## src/rtl/dcb_pkg.sv

```systemverilog
package dcb_pkg;

   typedef enum logic {
      PH_SHORT = 1'b0,   // clock high for SYM_W/2 slots
      PH_LONG  = 1'b1    // clock high for SYM_W/2+1 slots
   } clk_phase_e;

   // signed disparity of a group of gw bits holding "ones" ones
   function automatic int group_disp(input int ones, input int gw);
      return 2 * ones - gw;
   endfunction

endpackage

```

## src/rtl/dcb_lane_slice.sv

```systemverilog
module dcb_lane_slice #(
   parameter int GROUP_W = 7,
   parameter int DSUM_W  = 5
) (
   input  logic                      clk,
   input  logic                      rst,
   input  logic                      bal_en,
   input  logic                      load,
   input  logic                      shift,
   input  logic [GROUP_W-1:0]        grp,
   output logic                      ser,
   output logic signed [DSUM_W-1:0]  run_sum
);
   import dcb_pkg::*;

   localparam int SYM_W = GROUP_W + 2;
   localparam int CNT_W = $clog2(GROUP_W + 1);

   logic [CNT_W-1:0]         ones;
   logic signed [DSUM_W-1:0] disp;
   logic signed [DSUM_W-1:0] tx_disp;
   logic signed [DSUM_W-1:0] rs_q;
   logic                     do_inv;
   logic [SYM_W-1:0]         sym_d;
   logic [SYM_W-1:0]         sr_q;

   always_comb begin
      ones    = CNT_W'($countones(grp));
      disp    = DSUM_W'(group_disp(int'(ones), GROUP_W));
      // same nonzero sign as the running sum -> complement
      do_inv  = bal_en && (rs_q != '0) && (disp[DSUM_W-1] == rs_q[DSUM_W-1]);
      tx_disp = do_inv ? -disp : disp;
      if (bal_en)
         sym_d = {do_inv, ~do_inv, (do_inv ? ~grp : grp)};
      else
         sym_d = {grp, 2'b00};
   end

   always_ff @(posedge clk) begin
      if (rst) begin
         sr_q <= '0;
         rs_q <= '0;
      end else if (load) begin
         sr_q <= sym_d;
         if (bal_en)
            rs_q <= rs_q + tx_disp;
      end else if (shift) begin
         sr_q <= {sr_q[SYM_W-2:0], 1'b0};
      end
   end

   assign ser     = sr_q[SYM_W-1];
   assign run_sum = rs_q;

endmodule

```

## src/rtl/dcb_clk_lane.sv

```systemverilog
module dcb_clk_lane #(
   parameter int GROUP_W = 7
) (
   input  logic clk,
   input  logic rst,
   input  logic bal_en,
   input  logic load,
   input  logic shift,
   output logic ser
);
   import dcb_pkg::*;

   localparam int SYM_W   = GROUP_W + 2;
   localparam int HI_SHRT = SYM_W / 2;
   localparam int HI_LONG = SYM_W / 2 + 1;
   localparam int HI_RAW  = (GROUP_W + 1) / 2;

   function automatic logic [SYM_W-1:0] top_ones(input int h);
      logic [SYM_W-1:0] m;
      for (int i = 0; i < SYM_W; i++)
         m[SYM_W-1-i] = (i < h);
      return m;
   endfunction

   localparam logic [SYM_W-1:0] PAT_SHRT = top_ones(HI_SHRT);
   localparam logic [SYM_W-1:0] PAT_LONG = top_ones(HI_LONG);
   localparam logic [SYM_W-1:0] PAT_RAW  = top_ones(HI_RAW);

   clk_phase_e       phase_q;
   logic [SYM_W-1:0] sr_q;
   logic [SYM_W-1:0] pat_d;

   always_comb begin
      if (!bal_en)
         pat_d = PAT_RAW;
      else if (phase_q == PH_LONG)
         pat_d = PAT_LONG;
      else
         pat_d = PAT_SHRT;
   end

   always_ff @(posedge clk) begin
      if (rst) begin
         phase_q <= PH_SHORT;
         sr_q    <= '0;
      end else if (load) begin
         sr_q <= pat_d;
         if (bal_en)
            phase_q <= (phase_q == PH_LONG) ? PH_SHORT : PH_LONG;
      end else if (shift) begin
         sr_q <= {sr_q[SYM_W-2:0], 1'b0};
      end
   end

   assign ser = sr_q[SYM_W-1];

endmodule

```

## src/rtl/dcb_lane_encoder.sv

```systemverilog
module dcb_lane_encoder #(
   parameter int LANES   = 3,
   parameter int GROUP_W = 7,
   parameter int DSUM_W  = 5
) (
   input  logic                       clk,
   input  logic                       rst,
   input  logic                       bal_en,
   input  logic                       word_stb,
   input  logic [LANES*GROUP_W-1:0]   word_in,
   input  logic                       bit_en,
   output logic [LANES-1:0]           lane_out,
   output logic                       clk_lane_out
);
   localparam int WORD_W  = LANES * GROUP_W;
   localparam int MIN_DSW = $clog2(GROUP_W + 1) + 2;

   if (LANES < 1) begin : g_bad_lanes
      $error("dcb_lane_encoder: LANES must be at least 1");
   end
   if (GROUP_W < 2) begin : g_bad_group
      $error("dcb_lane_encoder: GROUP_W must be at least 2");
   end
   if (DSUM_W < MIN_DSW) begin : g_bad_dsum
      $error("dcb_lane_encoder: DSUM_W too narrow for a +-GROUP_W running sum");
   end

   logic                       shift;
   logic [LANES*DSUM_W-1:0]    run_sums;
   logic [WORD_W-1:0]          word_w;

   assign word_w = word_in;
   assign shift  = bit_en && !word_stb;   // a load wins over a shift

   for (genvar l = 0; l < LANES; l++) begin : g_lane
      logic signed [DSUM_W-1:0] rs_l;
      dcb_lane_slice #(
         .GROUP_W (GROUP_W),
         .DSUM_W  (DSUM_W)
      ) u_slice (
         .clk     (clk),
         .rst     (rst),
         .bal_en  (bal_en),
         .load    (word_stb),
         .shift   (shift),
         .grp     (word_w[l*GROUP_W +: GROUP_W]),
         .ser     (lane_out[l]),
         .run_sum (rs_l)
      );
      assign run_sums[l*DSUM_W +: DSUM_W] = rs_l;
   end

   dcb_clk_lane #(
      .GROUP_W (GROUP_W)
   ) u_clk (
      .clk    (clk),
      .rst    (rst),
      .bal_en (bal_en),
      .load   (word_stb),
      .shift  (shift),
      .ser    (clk_lane_out)
   );

endmodule

```

## config.mk

```make
export PLATFORM = sky130hd
export DESIGN_NAME = dcb_lane_encoder
export DESIGN_NICKNAME = d
export VERILOG_FILES = /design/src/rtl/dcb_pkg.sv /design/src/rtl/dcb_lane_slice.sv /design/src/rtl/dcb_clk_lane.sv /design/src/rtl/dcb_lane_encoder.sv
export SDC_FILE = /design/constraint.sdc
export NUM_CORES = 1
export LEC_CHECK = 0
export ABC_AREA = 1
export BUFFER_PORTS_ARGS = -buffer_cell sky130_fd_sc_hd__buf_4
export CAP_MARGIN = 20
export CORE_MARGIN = 1.5
export CORE_UTILIZATION = 58
export DETAILED_ROUTE_END_ITERATION = 10
export MAX_ROUTING_LAYER = met4
export PLACE_DENSITY = 0.78
export SKIP_LAST_GASP = 1
export SLEW_MARGIN = 20
export SYNTH_ARGS = -nofsm -noshare
export SYNTH_HDL_FRONTEND = slang
export SYNTH_HIERARCHICAL = 1
export SYNTH_SLANG_ARGS = --single-unit
```

## constraint.sdc

```tcl
create_clock -name clk -period 6.51 [get_ports clk]
set_clock_uncertainty 0.1 [all_clocks]
set_input_delay 1.302 -clock clk [delete_from_list [all_inputs] [get_ports clk]]
set_output_delay 1.302 -clock clk [all_outputs]
set_load 0.005 [all_outputs]
```

### After elaboration in Yosys (flattened, before gate mapping)

Cells that the tools add are included.

* flip-flop bits (word level): 52
* input bits: 26
* output and inout bits: 4
* logic and storage cells: 77

* add/sub/neg operators: 27
* equality and inequality tests: 3
* mux-type cells: 20
* bitwise operators: 6
* reductions and logical operators: 13

Operators with widths (count)
* 9-bit two-way mux: 11
* 5-bit two-way mux: 5
* 7-bit two-way mux: 3
* 7-bit inverter: 3
* 1-bit by 1-bit adder with 2-bit output: 9
* 3-bit adder: 6
* 5-bit adder: 3
* 5-bit negator: 3
* 5-bit nonzero test: 3
* 4-bit by 3-bit subtractor with 5-bit output, second input constant: 3
* 3-bit by 1-bit adder with 3-bit output: 3
* 1-bit logical AND: 7
* 1-bit equality test: 3
* 1-bit inverter: 3
* 2-bit AND reduction: 1
* 2-bit nonzero test: 1
* 1-bit zero test: 1
* 1-bit two-way mux: 1

### Logic depth before layout (Yosys ltp)

Gate-level depths: netlist (run 1).

* depth after elaboration: 9
* mapped depth: 19
* mapped depth without buffers: 19

### By module

The synthesis (run 1) kept the hierarchy.

Modules (own cells, without submodules)
* dcb_lane_slice (g_lane[1].u_slice ...): times used 2, cells an instance 146, area each 1036.0 um2, seq. area each 280.3 um2
* dcb_lane_slice (g_lane[0].u_slice): times used 1, cells an instance 145, area each 1014.7 um2, seq. area each 280.3 um2
* dcb_clk_lane: times used 1, cells an instance 26, area each 225.2 um2, seq. area each 120.1 um2
* dcb_lane_encoder: times used 1, cells an instance 2, area each 10.0 um2, seq. area each 0.0 um2

### Worst setup path after synthesis (run 1)

OpenSTA, ideal clock, no wires.

* path type: input port to flip-flop
* start point: input word_in[7]
* end point: register g_lane[1].u_slice.rs_q[4]
* setup time: 109 ps
* arrival time: 4440 ps
* slack: 1861 ps
* stages on the path: 18
* cell sequence: fa_1 > inv_1 > fa_1 > fa_1 > inv_1 > fa_1 > inv_1 > nand2_1 > nand2_4 > nand3_4 > xor2_1 > inv_1 > fa_1 > o21ai_0 > a21oi_1 > nand3b_1 > nand2_1 > inv_1

* word-level cells in the longest chain between the ends: 8

RTL lines
* start, declared: line dcb_lane_encoder.sv:10 `input logic [LANES*GROUP_W-1:0] word_in,`
* 1-bit by 1-bit adder with 2-bit output (implied by the code) *: line dcb_lane_slice.sv:28 `ones = CNT_W'($countones(grp));`
* 3-bit adder (implied by the code) * (2 in series): line dcb_lane_slice.sv:28
* 4-bit by 3-bit subtractor with 5-bit output *: line dcb_pkg.sv:10 `return 2 * ones - gw;`
* branches (longest 2 deep; another with 5-bit negator)
* 5-bit two-way mux *: line dcb_lane_slice.sv:32 `tx_disp = do_inv ? -disp : disp;`
* 5-bit adder *: line dcb_lane_slice.sv:46 `rs_q <= rs_q + tx_disp;`
* end signal, assigned: line dcb_lane_slice.sv:46
* end, declared: line dcb_lane_slice.sv:22 `logic signed [DSUM_W-1:0] rs_q;`

Every way passes the cells marked *.
A chain may end at the register's enable or synchronous reset.

### Final worst setup path (run 1)

* start point: input word_in[14]
* end point: register g_lane[2].u_slice.rs_q[4]

* word-level cells in the longest chain between the ends: 8

RTL lines (line)
* 1-bit by 1-bit adder with 2-bit output (implied by the code) *: dcb_lane_slice.sv:28
* 3-bit adder (implied by the code) * (2 in series): dcb_lane_slice.sv:28
* 4-bit by 3-bit subtractor with 5-bit output *: dcb_pkg.sv:10
* branches (longest 2 deep; another with 5-bit negator)
* 5-bit two-way mux *: dcb_lane_slice.sv:32
* 5-bit adder *: dcb_lane_slice.sv:46
* end signal, assigned: dcb_lane_slice.sv:46
* end, declared: dcb_lane_slice.sv:22

Marks and branches as above.

==> metrics.csv, run 1 <==
metric,value,unit
total of max-cap violations,0,
Worst EP required,6620,ps
hold depth,2,
"commonest non-fill, non-tap cell in the layout",inv_1,
number of synthesized register bits,48,
gr usage total,25.0,%
unrepaired setup endpoints after global routing,false,
"FFs w/ async S/R, synth",0,%
Post-CTS Setup Bufs,0,
Overflow after GRT,0,
CTS tree,yes,
post-CTS sizing,0,
Tot Pwr,872,uW
area delta synth->final,11.0,%
Synth warnings,6,
critical path's largest stage delay,530,ps
worst slew pin tran,760,ps
Die Y,78.7,um
CTS root buf,clkbuf_8,
Row Count,27,
share of cells above drive strength 1,11.3,%
top cell type by total area after synthesis,dfxtp_1,
Post-Route WL,7170,um
Clock Latency Late Sink,300,ps
f_max,211,MHz
total negative slack,0,ps
Synth Area in Adders,12.4,%
largest net degree at the start of global routing,44,
Area contributors post-synth,"dfxtp_1 (29%), a21oi_1 (11%), inv_1 (9.8%)",
largest family of logic cells by synthesized area,compound AO/OA/AOI/OAI gates,
Core Box Area,0.00551,mm^2
Starting Density,60.3,%
leak pwr,0.00168,uW
Synth Flop Type,dfxtp_1,
syn nets,515,
post-synthesis simple-gate area fraction,22.0,%
first-pass GRT wire length,12100,um
Critical Path Fanout Max,10,
DR DRC count,0,
Setup crit end kind,register,
Routed Antenna Nets,0,
Pins Over Slew Limit,0,
Period minus WS final,4740,ps
"EDFF count, synth",0,
Synth top area share,28.9,%
Mapped Area,0.00332,mm^2
Top-Level Pins,30,
Hold Path Origin,u_clk/sr_q[5],
vias in the first global route,2749,
diode count,0,
via count,3151,
Die Wd,78.7,um
"Avg Cell Area, Syn",7.14,um^2
Slew HR,49.3,%
nets,545,
TritonCTS Sinks,48,
run status,completed,
RePlAce Congestion,0.926,
vias per cell,5.55,
startpoint types,primary input,
CTS buffer count,5,
Min Hold Slack,374,ps
final cycle utilization of the critical path,72.8,%
slowest CP cell,fa_1,
crit path from,word_in[14],
most frequent cells in the layout,"inv_1 (87), a21oi_1 (74), nand2_1 (71)",
final setup violation count,0,
clock slew at the register clock pins of the worst setup and hold paths,90,ps
Mapped Cells,465,
multiplexer area fraction after synthesis,0,%
Iter 0 DRT Violations,232,
DR WL/cell,12.6,um
reg2reg path depth,11,
H-tree depth,2,
compound-cell area share of the yosys netlist,22.2,%
clock buffer depth,2,
post-synth cell types,27,
"Hold Vio Cnt, Final",0,
PortBufs,29,
DP HPWL,5270,um
Critical Path AT,4850,ps
worst r2r src,g_lane[1].u_slice/run_sum[1],
VDD IR-drop max,0.000155,V
initial antenna violation count,0,
xor/xnor cell area share of the yosys netlist,3.16,%
1st-pass router iterations,4,
HP Class,reg -> reg,
# hold bufs at CTS,0,
critical-path cell list,buf_4 > fa_1 > inv_1 > fa_1 > fa_1 > inv_1 > fa_1 > inv_1 > nand2_1 > nand2_4 > nand3_4 > xor2_1 > inv_1 > fa_1 > o21ai_0 > a21oi_1 > nand3b_1 > nand2_1 > inv_1,
register area share after synthesis,28.9,%
die area,0.00619,mm^2
PD cells,237,mW/mm^2
critical path type,in -> reg,
power by group:
| group | internal, uW | switching (uW) |
|---|---|---|
| Combinational | 136 | 210 |
| Clock | 87.0 | 105 |
| Sequential | 319 | 15.2 |
| Total | 543 | 330 |
path summary, 6_finish.rpt:
kind / end / slack, ps
hold reg to reg: u_clk/sr_q[5] / 370
hold / removal: u_clk/sr_q[5] / 370
setup / recovery: g_lane[2].u_slice/run_sum[4] / 1770
setup reg to reg: g_lane[1].u_slice/run_sum[4] / 4150
cell usage after synthesis (2+ instances only):
| cell type | instances |
|---|---|
| a21oi_1 | 74 |
| a31oi_1 | 2 |
| buf_2 | 3 |
| buf_4 | 3 |
| clkinv_1 | 3 |
| dfxtp_1 | 48 |
| fa_1 | 15 |
| ha_1 | 9 |
| inv_1 | 87 |
| nand2_1 | 71 |
| nand2_2 | 3 |
| nand2_4 | 2 |
| nand3_1 | 29 |
| nand3_2 | 6 |
| nand3_4 | 3 |
| nand3b_1 | 2 |
| nand4_1 | 13 |
| nor2_1 | 10 |
| nor2_2 | 3 |
| o21ai_0 | 55 |
| o221ai_1 | 3 |
| o22ai_1 | 6 |
| xnor2_1 | 4 |
| xor2_1 | 8 |
logic make-up after synthesis:
group           after synthesis
compound gates              142
xor+xnor                     12
fa+ha+maj                    24
buf+inv                      96
flops                        48
simple gates                143
state kept, by name, indices dropped and copies added, names as in the netlist:
register	count
g_lane.u_slice/sr_q	27
g_lane.u_slice/run_sum	15
u_clk/sr_q	5
u_clk/phase_q	1
through the flow:
stage | worst slack [ps] | area, um^2 | instances | util [%]
6_report | 1770 | 3690 | 568 | 67.0
4_1_cts | 1790 | 3690 | 568 | 67.0
3_3_place_gp | 1570 | 3590 | 560 | 65.2
5_1_grt | 1520 | 3690 | 568 | 67.0
2_1_floorplan | 1860 | 3320 | 465 | -
3_5_place_dp | 1460 | 3590 | 560 | 65.2
critical path, delay by kind of cell:
family,cells,cell delay (ps)
simple gates,5,590
compound gates,2,290
buf+inv,6,430
fa+ha+maj,5,1990
xor+xnor,1,260
area by class of cell:
class	count	area (um^2)
tap	72	90.1
clock buffer	6	82.6
multi-input combinational	321	1990
clock inverter	2	13.8
sequential	48	961
timing repair buffer	29	218
fill	488	1820
inverter	90	338
per-layer routing:
layer / vias up / wire (um) / track usage, %
li1: 1611 / - / -
met4: 0 / 129 / 8.93
met1: 1414 / 3470 / 34.1
met3: 16 / 421 / 5.00
met5: - / 0 / -
met2: 110 / 3150 / 36.8
Power figures use the tool's default switching activity.
==> run 2: changes to the inputs <==
--- a/config.mk
+++ b/config.mk
@@ -9,10 +9,10 @@
 export BUFFER_PORTS_ARGS = -buffer_cell sky130_fd_sc_hd__buf_4
 export CAP_MARGIN = 20
 export CORE_MARGIN = 1.5
-export CORE_UTILIZATION = 58
+export CORE_UTILIZATION = 54
 export DETAILED_ROUTE_END_ITERATION = 10
 export MAX_ROUTING_LAYER = met4
-export PLACE_DENSITY = 0.78
+export PLACE_DENSITY = 0.76
 export SKIP_LAST_GASP = 1
 export SLEW_MARGIN = 20
 export SYNTH_ARGS = -nofsm -noshare
==> constraint.sdc (replaced) <==
create_clock -name clk -period 4.2 [get_ports clk]
set_clock_uncertainty 0.1 [all_clocks]
set_input_delay 0.84 -clock clk [delete_from_list [all_inputs] [get_ports clk]]
set_output_delay 0.84 -clock clk [all_outputs]
set_load 0.005 [all_outputs]
==> metrics.csv, run 2 (synthesis gave the netlist of run 1 again) <==
metric,value,unit
CTS root buf,clkbuf_8,
worst r2r src,g_lane[0].u_slice/run_sum[4],
PortBufs,29,
total negative slack,0,ps
Post-Route WL,7510,um
largest net degree at the start of global routing,44,
share of cells above drive strength 1,15.8,%
Critical Path AT,4120,ps
PD cells,359,mW/mm^2
run status,completed,
Iter 0 DRT Violations,223,
total of max-cap violations,0,
clock slew at the register clock pins of the worst setup and hold paths,80,ps
diode count,0,
Clock Latency Late Sink,300,ps
crit path from,word_in[7],
"Hold Vio Cnt, Final",0,
Setup crit end kind,register,
Period minus WS final,4020,ps
CP endpoint,g_lane[1].u_slice/run_sum[4],
Die Y,81.4,um
Worst EP required,4300,ps
unrepaired setup endpoints after global routing,true,
f_max,249,MHz
Routed Antenna Nets,0,
"commonest non-fill, non-tap cell in the layout",inv_1,
placed inst area,0.00377,mm^2
Biggest register,g_lane.u_slice/sr_q,
area delta synth->final,16.5,%
final cycle utilization of the critical path,95.7,%
DR DRC count,0,
Starting Density,56.1,%
Row Count,28,
vias per cell,5.48,
RR Endpoint,g_lane[0].u_slice/run_sum[4],
Critical Path Fanout Max,3,
startpoint types,primary input,
RePlAce Congestion,0.865,
final setup violation count,0,
first-pass GRT wire length,12500,um
1st-pass router iterations,5,
most frequent cells in the layout,"inv_1 (87), a21oi_1 (74), nand2_1 (71)",
via count,3248,
critical path type,in -> reg,
CTS buffer count,5,
VDD IR-drop max,0.000216,V
Core Box Area,0.00592,mm^2
leak pwr,0.00178,uW
Slew HR,47.2,%
gr usage total,24.4,%
initial antenna violation count,0,
HP Class,reg -> reg,
Overflow after GRT,0,
worst slew pin tran,791,ps
DP HPWL,5660,um
max reg flops,27,
DR WL/cell,12.7,um
clock buffer depth,2,
placed instance count,586,
vias in the first global route,2924,
die area,0.00663,mm^2
fin area,0.00387,mm^2
Die Wd,81.4,um
final cell count without fillers,593,
flop2flop setup slack,2000,ps
Pins Over Slew Limit,0,
nets,568,
CTS tree,yes,
H-tree depth,2,
Top-Level Pins,30,
reg2reg path depth,9,
TritonCTS Sinks,48,
run 2: changes by cell type in the layout (fill, tap and decap cells not counted):
cell / change
fa_1: -1
o21ai_1: +2
fa_2: +1
o21ai_2: +1
clkinvlp_4: +1
clkbuf_8: -1
xor2_1: -2
xor2_2: +2
buf_4: +23
o21ai_0: -3
inv_6: -1
run 2: worst min path at each step:
| stage | from | end | slack [ps] | cells past startpoint |
|---|---|---|---|---|
| 3_3_place_gp | g_lane[0].u_slice/sr_q[0] | g_lane[0].u_slice/sr_q[0] | 350 | 2 |
| 3_5_place_dp | g_lane[0].u_slice/sr_q[0] | g_lane[0].u_slice/sr_q[0] | 360 | 2 |
| 4_1_cts | g_lane[0].u_slice/sr_q[0] | g_lane[0].u_slice/sr_q[0] | 370 | 2 |
| 2_1_floorplan | g_lane[0].u_slice/sr_q[0] | g_lane[0].u_slice/sr_q[0] | 330 | 2 |
| 5_1_grt | g_lane[2].u_slice/sr_q[0] | g_lane[2].u_slice/sr_q[0] | 390 | 2 |
| 6_report | g_lane[0].u_slice/sr_q[0] | g_lane[0].u_slice/sr_q[0] | 370 | 2 |
run 2: final cells by class:
| cell class | count | area, um^2 |
|---|---|---|
| Sequential cell | 48 | 961 |
| Inverter | 90 | 338 |
| Tap cell | 75 | 93.8 |
| Clock buffer | 5 | 68.8 |
| Fill cell | 525 | 2050 |
| Multi-Input combinational cell | 321 | 2010 |
| Clock inverter | 2 | 12.5 |
| Timing Repair Buffer | 52 | 390 |
run 2: worst max-delay path, stage by stage:
cell and delay (ps):
buf_4 120, fa_1 530, inv_1 50, fa_1 500
fa_1 160, inv_1 50, fa_1 390, inv_1 90
nand2_1 80, nand2_4 80, nand3_4 100, xor2_2 210
inv_1 70, fa_2 350, o21ai_2 170, a21oi_1 50
nand3b_1 150, nand2_1 70, inv_1 40
run 2: timing repair:
item | 4_1_cts | 5_1_grt
setup buffers | 0 | 0
hold buffers | 0 | 0
endpoints found under the setup margin | 0 | 2
gates resized for setup | 0 | 7
run 2: routing by layer:
layer | vias up | share of wire (%) | GRT usage (%)
met4 | 0 | 0.64 | 6.38
met5 | - | 0 | -
met3 | 6 | 5.2 | 3.67
met2 | 97 | 48 | 39.1
met1 | 1494 | 46 | 32.1
li1 | 1651 | - | -
run 2: power breakdown:
group          switching (uW)  leakage (uW)  internal [uW]
sequential               24.2      0.000397            495
combinational             340       0.00134            271
clock                     148     0.0000400            113
run 2: stage by stage:
| step | utilization, % | power [uW] | setup WS (ps) | hold slack, ps |
|---|---|---|---|---|
| floorplan | - | 929 | 13.1 | 334 |
| global placement | 63.7 | 1110 | -91.9 | 352 |
| detailed placement | 63.7 | 1120 | -252 | 355 |
| CTS | 65.0 | 1390 | 61.1 | 369 |
| global route | 65.4 | 1500 | -7.17 | 390 |
| finish | 65.4 | 1390 | 181 | 369 |
